===== src/rtl/snd_regbank_pkg.sv =====
`timescale 1ns/1ps
package snd_regbank_pkg;
  localparam int DW    = 8;
  localparam int NCH   = 4;
  localparam int NCREG = 20;          // channel and mixer registers
  localparam int NREG  = NCREG + 1;   // plus the power register

  localparam int unsigned R_SWEEP = 0;
  localparam int unsigned R_P1LEN = 1;
  localparam int unsigned R_P1ENV = 2;
  localparam int unsigned R_P1FLO = 3;
  localparam int unsigned R_P1CTL = 4;
  localparam int unsigned R_P2LEN = 5;
  localparam int unsigned R_P2ENV = 6;
  localparam int unsigned R_P2FLO = 7;
  localparam int unsigned R_P2CTL = 8;
  localparam int unsigned R_WEN   = 9;
  localparam int unsigned R_WLEN  = 10;
  localparam int unsigned R_WLVL  = 11;
  localparam int unsigned R_WFLO  = 12;
  localparam int unsigned R_WCTL  = 13;
  localparam int unsigned R_NLEN  = 14;
  localparam int unsigned R_NENV  = 15;
  localparam int unsigned R_NPOLY = 16;
  localparam int unsigned R_NCTL  = 17;
  localparam int unsigned R_VOL   = 18;
  localparam int unsigned R_PAN   = 19;
  localparam int unsigned R_PWR   = 20;

  localparam logic [DW-1:0] LEN_KEEP = 8'h3F;

  // bits with no storage, forced high on reads
  function automatic logic [DW-1:0] rd_mask(input int unsigned i);
    case (i)
      R_SWEEP:                                 rd_mask = 8'h80;
      R_P1LEN, R_P2LEN:                        rd_mask = 8'h3F;
      R_P1FLO, R_P2FLO, R_WFLO, R_WLEN, R_NLEN: rd_mask = 8'hFF;
      R_P1CTL, R_P2CTL, R_WCTL, R_NCTL:        rd_mask = 8'hBF;
      R_WEN:                                   rd_mask = 8'h7F;
      R_WLVL:                                  rd_mask = 8'h9F;
      default:                                 rd_mask = 8'h00;
    endcase
  endfunction

  function automatic logic [DW-1:0] rst_val(input int unsigned i);
    case (i)
      R_SWEEP: rst_val = 8'h80;
      R_WEN:   rst_val = 8'h7F;
      R_WLVL:  rst_val = 8'h9F;
      R_VOL:   rst_val = 8'h77;
      R_PAN:   rst_val = 8'hF3;
      default: rst_val = 8'h00;
    endcase
  endfunction
endpackage


===== src/rtl/snd_reg_file.sv =====
`timescale 1ns/1ps
module snd_reg_file
  import snd_regbank_pkg::*;
#(
  parameter int ADDR_W = 6
) (
  input  logic              clk,
  input  logic              rst,
  input  logic              wr,
  input  logic [ADDR_W-1:0] addr,
  input  logic [DW-1:0]     wdata,
  input  logic              legacy,
  input  logic [NCH-1:0]    ch_active,
  output logic [DW-1:0]     rd_val,
  output logic              pwr_on,
  output logic [NREG-1:0]   stb,
  output logic [DW-1:0]     stb_data
);
  logic [DW-1:0] regs [NCREG];
  logic          chan_hit, pwr_hit;
  logic          store_en, stb_en;
  logic [DW-1:0] store_val, stb_val;
  logic          len_exempt, pulse_len;
  logic [NREG-1:0] one_hot;

  assign chan_hit   = addr < ADDR_W'(NCREG);
  assign pwr_hit    = addr == ADDR_W'(R_PWR);
  assign len_exempt = (addr == ADDR_W'(R_WLEN)) || (addr == ADDR_W'(R_NLEN));
  assign pulse_len  = (addr == ADDR_W'(R_P1LEN)) || (addr == ADDR_W'(R_P2LEN));
  assign one_hot    = NREG'(1) << addr;

  // write gating by power state and compatibility mode
  always_comb begin
    store_en  = wr && chan_hit;
    store_val = '0;
    stb_en    = 1'b0;
    stb_val   = '0;
    if (pwr_on || (legacy && len_exempt)) begin
      store_val = wdata;
      stb_en    = store_en;
      stb_val   = wdata;
    end else if (legacy && pulse_len) begin
      stb_en  = store_en;
      stb_val = wdata & LEN_KEEP;
    end
  end

  for (genvar g = 0; g < NCREG; g++) begin : g_reg
    always_ff @(posedge clk) begin
      if (rst)
        regs[g] <= rst_val(g);
      else if (store_en && addr == ADDR_W'(g))
        regs[g] <= store_val;
    end
  end

  always_ff @(posedge clk) begin
    if (rst)
      pwr_on <= 1'b1;
    else if (wr && pwr_hit)
      pwr_on <= wdata[DW-1];
  end

  always_ff @(posedge clk) begin
    if (rst) begin
      stb      <= '0;
      stb_data <= '0;
    end else if ((stb_en) || (wr && pwr_hit)) begin
      stb      <= one_hot;
      stb_data <= pwr_hit ? wdata : stb_val;
    end else begin
      stb      <= '0;
      stb_data <= '0;
    end
  end

  always_comb begin
    rd_val = 8'hFF;
    if (pwr_hit)
      rd_val = {pwr_on, 3'b111, ch_active};
    for (int i = 0; i < NCREG; i++)
      if (addr == ADDR_W'(i))
        rd_val = regs[i] | rd_mask(i);
  end
endmodule


===== src/rtl/snd_wave_port.sv =====
`timescale 1ns/1ps
module snd_wave_port #(
  parameter int ADDR_W     = 6,
  parameter int WAVE_BASE  = 32,
  parameter int WAVE_DEPTH = 16,
  localparam int WAW   = $clog2(WAVE_DEPTH),
  localparam int POS_W = WAW + 1
) (
  input  logic              wr,
  input  logic              rd,
  input  logic [ADDR_W-1:0] addr,
  input  logic              legacy,
  input  logic              playing,
  input  logic              readable,
  input  logic [POS_W-1:0]  pos,
  output logic              hit,
  output logic              ram_we,
  output logic [WAW-1:0]    waddr,
  output logic              ram_re,
  output logic [WAW-1:0]    raddr
);
  logic [WAW-1:0] off, cur;
  logic           direct, locked;

  assign hit    = (addr >= ADDR_W'(WAVE_BASE)) &&
                  (addr <  ADDR_W'(WAVE_BASE + WAVE_DEPTH));
  assign off    = WAW'(addr - ADDR_W'(WAVE_BASE));
  assign cur    = WAW'(pos >> 1);
  assign direct = !playing || !legacy;
  assign locked = playing && legacy && !readable;

  assign ram_we = wr && hit && !locked;
  assign waddr  = direct ? off : cur;
  assign ram_re = rd && hit && !locked;
  assign raddr  = playing ? cur : off;
endmodule


===== src/rtl/snd_wave_ram.sv =====
`timescale 1ns/1ps
module snd_wave_ram #(
  parameter int DEPTH = 16,
  parameter int DW    = 8,
  localparam int AW   = $clog2(DEPTH)
) (
  input  logic          clk,
  input  logic          we,
  input  logic [AW-1:0] waddr,
  input  logic [DW-1:0] wdata,
  input  logic          re,
  input  logic [AW-1:0] raddr,
  output logic [DW-1:0] q
);
  logic [DW-1:0] mem [DEPTH];

  always_ff @(posedge clk)
    if (we) mem[waddr] <= wdata;

  always_ff @(posedge clk)
    if (re) q <= mem[raddr];
endmodule


===== src/rtl/snd_regbank.sv =====
`timescale 1ns/1ps
module snd_regbank
  import snd_regbank_pkg::*;
#(
  parameter int ADDR_W     = 6,
  parameter int WAVE_BASE  = 32,
  parameter int WAVE_DEPTH = 16,
  localparam int POS_W     = $clog2(WAVE_DEPTH) + 1
) (
  input  logic              clk,
  input  logic              rst,
  input  logic [ADDR_W-1:0] bus_addr,
  input  logic              bus_wr,
  input  logic              bus_rd,
  input  logic [7:0]        bus_wdata,
  input  logic              legacy_mode,
  input  logic [3:0]        ch_active,
  input  logic              wave_playing,
  input  logic              wave_readable,
  input  logic [POS_W-1:0]  wave_pos,
  output logic [7:0]        rd_data,
  output logic [20:0]       wr_stb,
  output logic [7:0]        wr_stb_data
);
  localparam int WAW = $clog2(WAVE_DEPTH);

  logic [DW-1:0]  reg_rd_val, ram_q, rd_reg_q;
  logic           pwr_on, wave_hit, ram_we, ram_re, rd_from_ram;
  logic [WAW-1:0] ram_waddr, ram_raddr;

  snd_reg_file #(.ADDR_W(ADDR_W)) u_regs (
    .clk(clk), .rst(rst), .wr(bus_wr), .addr(bus_addr), .wdata(bus_wdata),
    .legacy(legacy_mode), .ch_active(ch_active), .rd_val(reg_rd_val),
    .pwr_on(pwr_on), .stb(wr_stb), .stb_data(wr_stb_data)
  );

  snd_wave_port #(.ADDR_W(ADDR_W), .WAVE_BASE(WAVE_BASE), .WAVE_DEPTH(WAVE_DEPTH)) u_wport (
    .wr(bus_wr), .rd(bus_rd), .addr(bus_addr), .legacy(legacy_mode),
    .playing(wave_playing), .readable(wave_readable), .pos(wave_pos),
    .hit(wave_hit), .ram_we(ram_we), .waddr(ram_waddr),
    .ram_re(ram_re), .raddr(ram_raddr)
  );

  snd_wave_ram #(.DEPTH(WAVE_DEPTH), .DW(DW)) u_wram (
    .clk(clk), .we(ram_we), .waddr(ram_waddr), .wdata(bus_wdata),
    .re(ram_re), .raddr(ram_raddr), .q(ram_q)
  );

  always_ff @(posedge clk) begin
    if (rst) begin
      rd_reg_q    <= '0;
      rd_from_ram <= 1'b0;
    end else if (bus_rd) begin
      rd_from_ram <= ram_re;
      rd_reg_q    <= wave_hit ? 8'hFF : reg_rd_val;
    end
  end

  assign rd_data = rd_from_ram ? ram_q : rd_reg_q;
endmodule


===== config.mk =====
export PLATFORM = sky130hd
export DESIGN_NAME = snd_regbank
export DESIGN_NICKNAME = d
export VERILOG_FILES = /design/src/rtl/snd_regbank_pkg.sv /design/src/rtl/snd_reg_file.sv /design/src/rtl/snd_wave_port.sv /design/src/rtl/snd_wave_ram.sv /design/src/rtl/snd_regbank.sv
export SDC_FILE = /design/constraint.sdc
export NUM_CORES = 1
export LEC_CHECK = 0
export BUFFER_PORTS_ARGS = -buffer_cell sky130_fd_sc_hd__buf_2
export CORE_ASPECT_RATIO = 0.5
export CORE_MARGIN = 3
export CORE_UTILIZATION = 60
export CTS_BUF_LIST = sky130_fd_sc_hd__clkbuf_16
export DETAILED_ROUTE_END_ITERATION = 10
export GPL_TIMING_DRIVEN = 0
export PLACE_DENSITY = 0.79
export SLEW_MARGIN = 40
export SYNTH_ARGS = -nofsm -noshare
export SYNTH_HDL_FRONTEND = slang
export SYNTH_HIERARCHICAL = 1
export SYNTH_SLANG_ARGS = --single-unit

===== constraint.sdc =====
create_clock -name clk -period 3.1 [get_ports clk]
set_input_delay 0.93 -clock clk [delete_from_list [all_inputs] [get_ports clk]]
set_output_delay 0.93 -clock clk [all_outputs]
set_load 0.03 [all_outputs]

==> impl_metrics.py <==
metrics = {
    "power_and_ir_drop": {
        "seq_power_share_pct": 53.5,
        "cellPowerDensity_nw_per_um2": 577,
        "internal-power_mw": 5.18,
        "power_switching_mw": 1.50,
        "power.share.combinational_pct": 7.7,
        "vdd_ir_drop_max_v": 0.000347,
        "leakage_nw": 4.04,
        "total_power_mw": 6.68,
        "sw_frac_of_total_pct": 22.4,
        "clkPwrFrac_pct": 38.8,
    },
    "placement": {
        "pre_cts_slack_ns": -0.413,
        "placed_area_um2": 10900,
        "portBuffers": 65,
        "place.gp.congestion": 0.942,
        "dp_hpwl_mm": 15.9,
    },
    "critical_path": {
        "path_max_fanout": 10,
        "critical_path.cell_chain": "buf_2 -> buf_2 -> buf_2 -> nor2_1 -> nand2_1 -> o21bai_2",
        "end_kind": "register",
        "critical_path_arrival_ns": 2.98,
        "r2r_start": "u_wram/mem[2][6]",
        "worstSetupStartpointType": "primary input",
        "cpPeakStageDelay_ns": 0.53,
        "critical_path_required_ns": 3.26,
        "critPathKind": "in -> reg",
        "r2r_slack_ns": 1.44,
        "crit_start": "bus_addr[0]",
        "crit_top_cell": "buf_2",
        "cp_slowest_cell": "nor2_1",
    },
    "grt": {
        "grt_usage_pct": 26.2,
        "antenna_found_initial": 0,
        "grt_max_degree": 21,
        "grt_pass1_wl_mm": 37.0,
        "grt_pass1_vias": 6459,
        "overflow": 0,
    },
    "route": {
        "first_pass_iters": 5,
        "vias": 6614,
        "wire_per_inst_um": 23.8,
        "wl_mm": 24.3,
        "ant_nets": 0,
        "drt-initial-drc-count": 682,
        "drc": 0,
        "post_drt_via_cell_ratio": 6.48,
    },
    "logic_synthesis": {
        "synthSimpleGateAreaFrac_pct": 11.2,
        "synth_xor_area_share_pct": 0,
        "synth_area_leaders": "edfxtp_1 (59%), dfxtp_1 (7.6%), mux4_2 (4.0%)",
        "avgSynthCellArea_um2": 14.8,
        "synth_edf_count": 202,
        "syn_inst": 691,
        "synth_top_cell_area_share_pct": 59.2,
        "syn_area_um2": 10200,
        "synth_compound_area_share_pct": 8.24,
        "synth_area_leader_cell": "edfxtp_1",
        "syn_nets": 721,
        "synth.distinct_cells": 66,
        "synth_fa_ha_area_share_pct": 0,
        "synthFlopType": "edfxtp_1",
        "ys_async_sr_fraction_pct": 0,
        "synth-seq-cells": 241,
        "ys_warn_count": 6,
        "synth_top_family_by_area": "simple AND/OR/NAND/NOR gates",
        "seq_area_frac_synth_pct": 66.8,
        "synth.mux.area_fraction_pct": 10.7,
    },
    "cells_and_area": {
        "insertedDiodeCount": 0,
        "final_cell_mix": "edfxtp_1 (202), buf_2 (87), nor2_1 (66)",
        "layout_commonest_cell": "edfxtp_1",
        "fin_util_pct": 69.9,
        "nNetsFinal": 809,
        "design_area_um2": 11600,
        "drive_above_1_share_pct": 24.3,
        "syn_to_final_growth_pct": 12.9,
    },
    "timing": {
        "finalCritPeriodShare_pct": 90.9,
        "fmax_mhz": 355,
        "layout_min_cycle_time_ns": 2.82,
        "rsz0062_at_grt": "false",
        "fin_skew_ns": 0.00951,
        "finalWorstSetupSlack_ns": 0.283,
        "timing_hold_violations_final": 0,
        "slew_headroom_pct": 42.1,
        "setup_viol": 0,
        "worst_slew_pin_slew_ns": 0.864,
        "setup_tns_ns": 0,
        "slew_viol_final": 0,
    },
    "floorplan": {
        "pin_count": 67,
        "fp.dieArea_um2": 18800,
        "initial_core_util_pct": 61.9,
        "fp.dieH_um": 98.4,
        "die_width_um": 191,
        "coreArea_um2": 16600,
        "num_rows": 33,
    },
    "clocking": {
        "clock_sinks": 241,
        "cts_root_buf": "clkbuf_16",
        "post_cts_resized": 0,
        "clk_pin_slew_ns": 0.07,
        "tritoncts": "done",
        "cts-hold-fix-buffers": 0,
        "clock_latency_ns": 0.51,
        "numCtsBuffers": 20,
        "clockBufferDepth": 3,
        "cts_max_level": 1,
        "post-cts-setup-buffers": 0,
    },
    "hold_path": {
        "min_from": "rd_reg_q[4]",
        "hp-class": "reg -> reg",
    },
    "run": {
        "cap_violations": 0,
    },
    "outcome": {
        "status": "finished, final reports clean",
    },
}
## flip-flops by register name, summed over array words and instances, names as in the netlist
signal and cells:
u_regs/stb_data 8, u_regs/regs 66, rd_reg_q 8, rd_from_ram 1, u_regs/pwr_on 1, u_wram/mem 128, u_regs/stb 21, u_wram/q 8
## final timing paths
check | endpoint | cells after the start
setup / recovery | u_regs/regs[4][1] | 6
hold / removal | rd_reg_q[4] | 2
setup reg to reg | u_wram/q[6] | 3
hold reg to reg | rd_reg_q[4] | 2
## kinds of logic (layout without fill, tap and decap cells)
| family | count (synthesis) | after routing |
|---|---|---|
| muxes | 61 | 61 |
| buffers and inverters | 53 | 155 |
| DFF | 241 | 241 |
| and+or+nand+nor | 217 | 217 |
| AOI/OAI and AO/OA | 119 | 119 |
## critical path, delay by kind of cell
family,cells,cell delay (ns)
simple gates,2,0.97
buf+inv,3,0.55
compound gates,1,0.52
## layout make-up
cell class              instances  area, um2
repair buffers                 66        330
flip-flops and latches        241       6850
multi-input cells             397       3140
clock inverters                16        169
clock buffers                  20        500
fillers                      1106       4990
inverters                       6       22.5
plain buffers                  47        283
well taps                     227        284
## cell usage after synthesis (all sizes together), types with 2 or more instances
cell and number:
o21ai 18, clkbuf 14, inv 6, nor2b 8, nor3b 5, nand2b 12
nand4bb 2, nand3 13, nand4 2, nor4 4, mux2i 13, dfxtp 39
nand2 47, o221ai 6, a21o 2, mux4 32, a21oi 20, o211ai 9
clkdlybuf4s25 3, and3 2, mux2 16, or4b 4, o21bai 11, edfxtp 202
a211oi 13, nor2 74, nor4b 3, nand3b 6, buf 30, nor3 17
and2 2, o211a 3, a32oi 2, a22oi 18, a21boi 6, or3 10
o2111ai 6
## power by group through the flow
stage | Clock, mW | Sequential, mW | Combinational [mW]
6_report | 2.59 | 3.58 | 0.515
5_1_grt | 2.75 | 3.58 | 0.546
3_5_place_dp | 0 | 3.65 | 0.498
3_3_place_gp | 0 | 3.64 | 0.484
4_1_cts | 2.61 | 3.58 | 0.503
2_1_floorplan | 0 | 3.65 | 0.318
## routing by layer
layer / up-vias / wire length, um / global-route usage (%)
li1: 2862 / - / -
met1: 3255 / 9640 / 36.8
met2: 425 / 11400 / 41.4
met3: 72 / 2380 / 5.16
met4: 0 / 883 / 9.58
met5: - / 0 / 0
## metrics by stage
step / hold WS (ns) / cells
after global routing: 0.524 / 1020
after CTS: 0.502 / 1020
final: 0.505 / 1020
after detailed placement: 0.485 / 984
after floorplan: 0.461 / 691
after global placement: 0.477 / 983
Note: power is estimated with default switching activity, not from simulation.
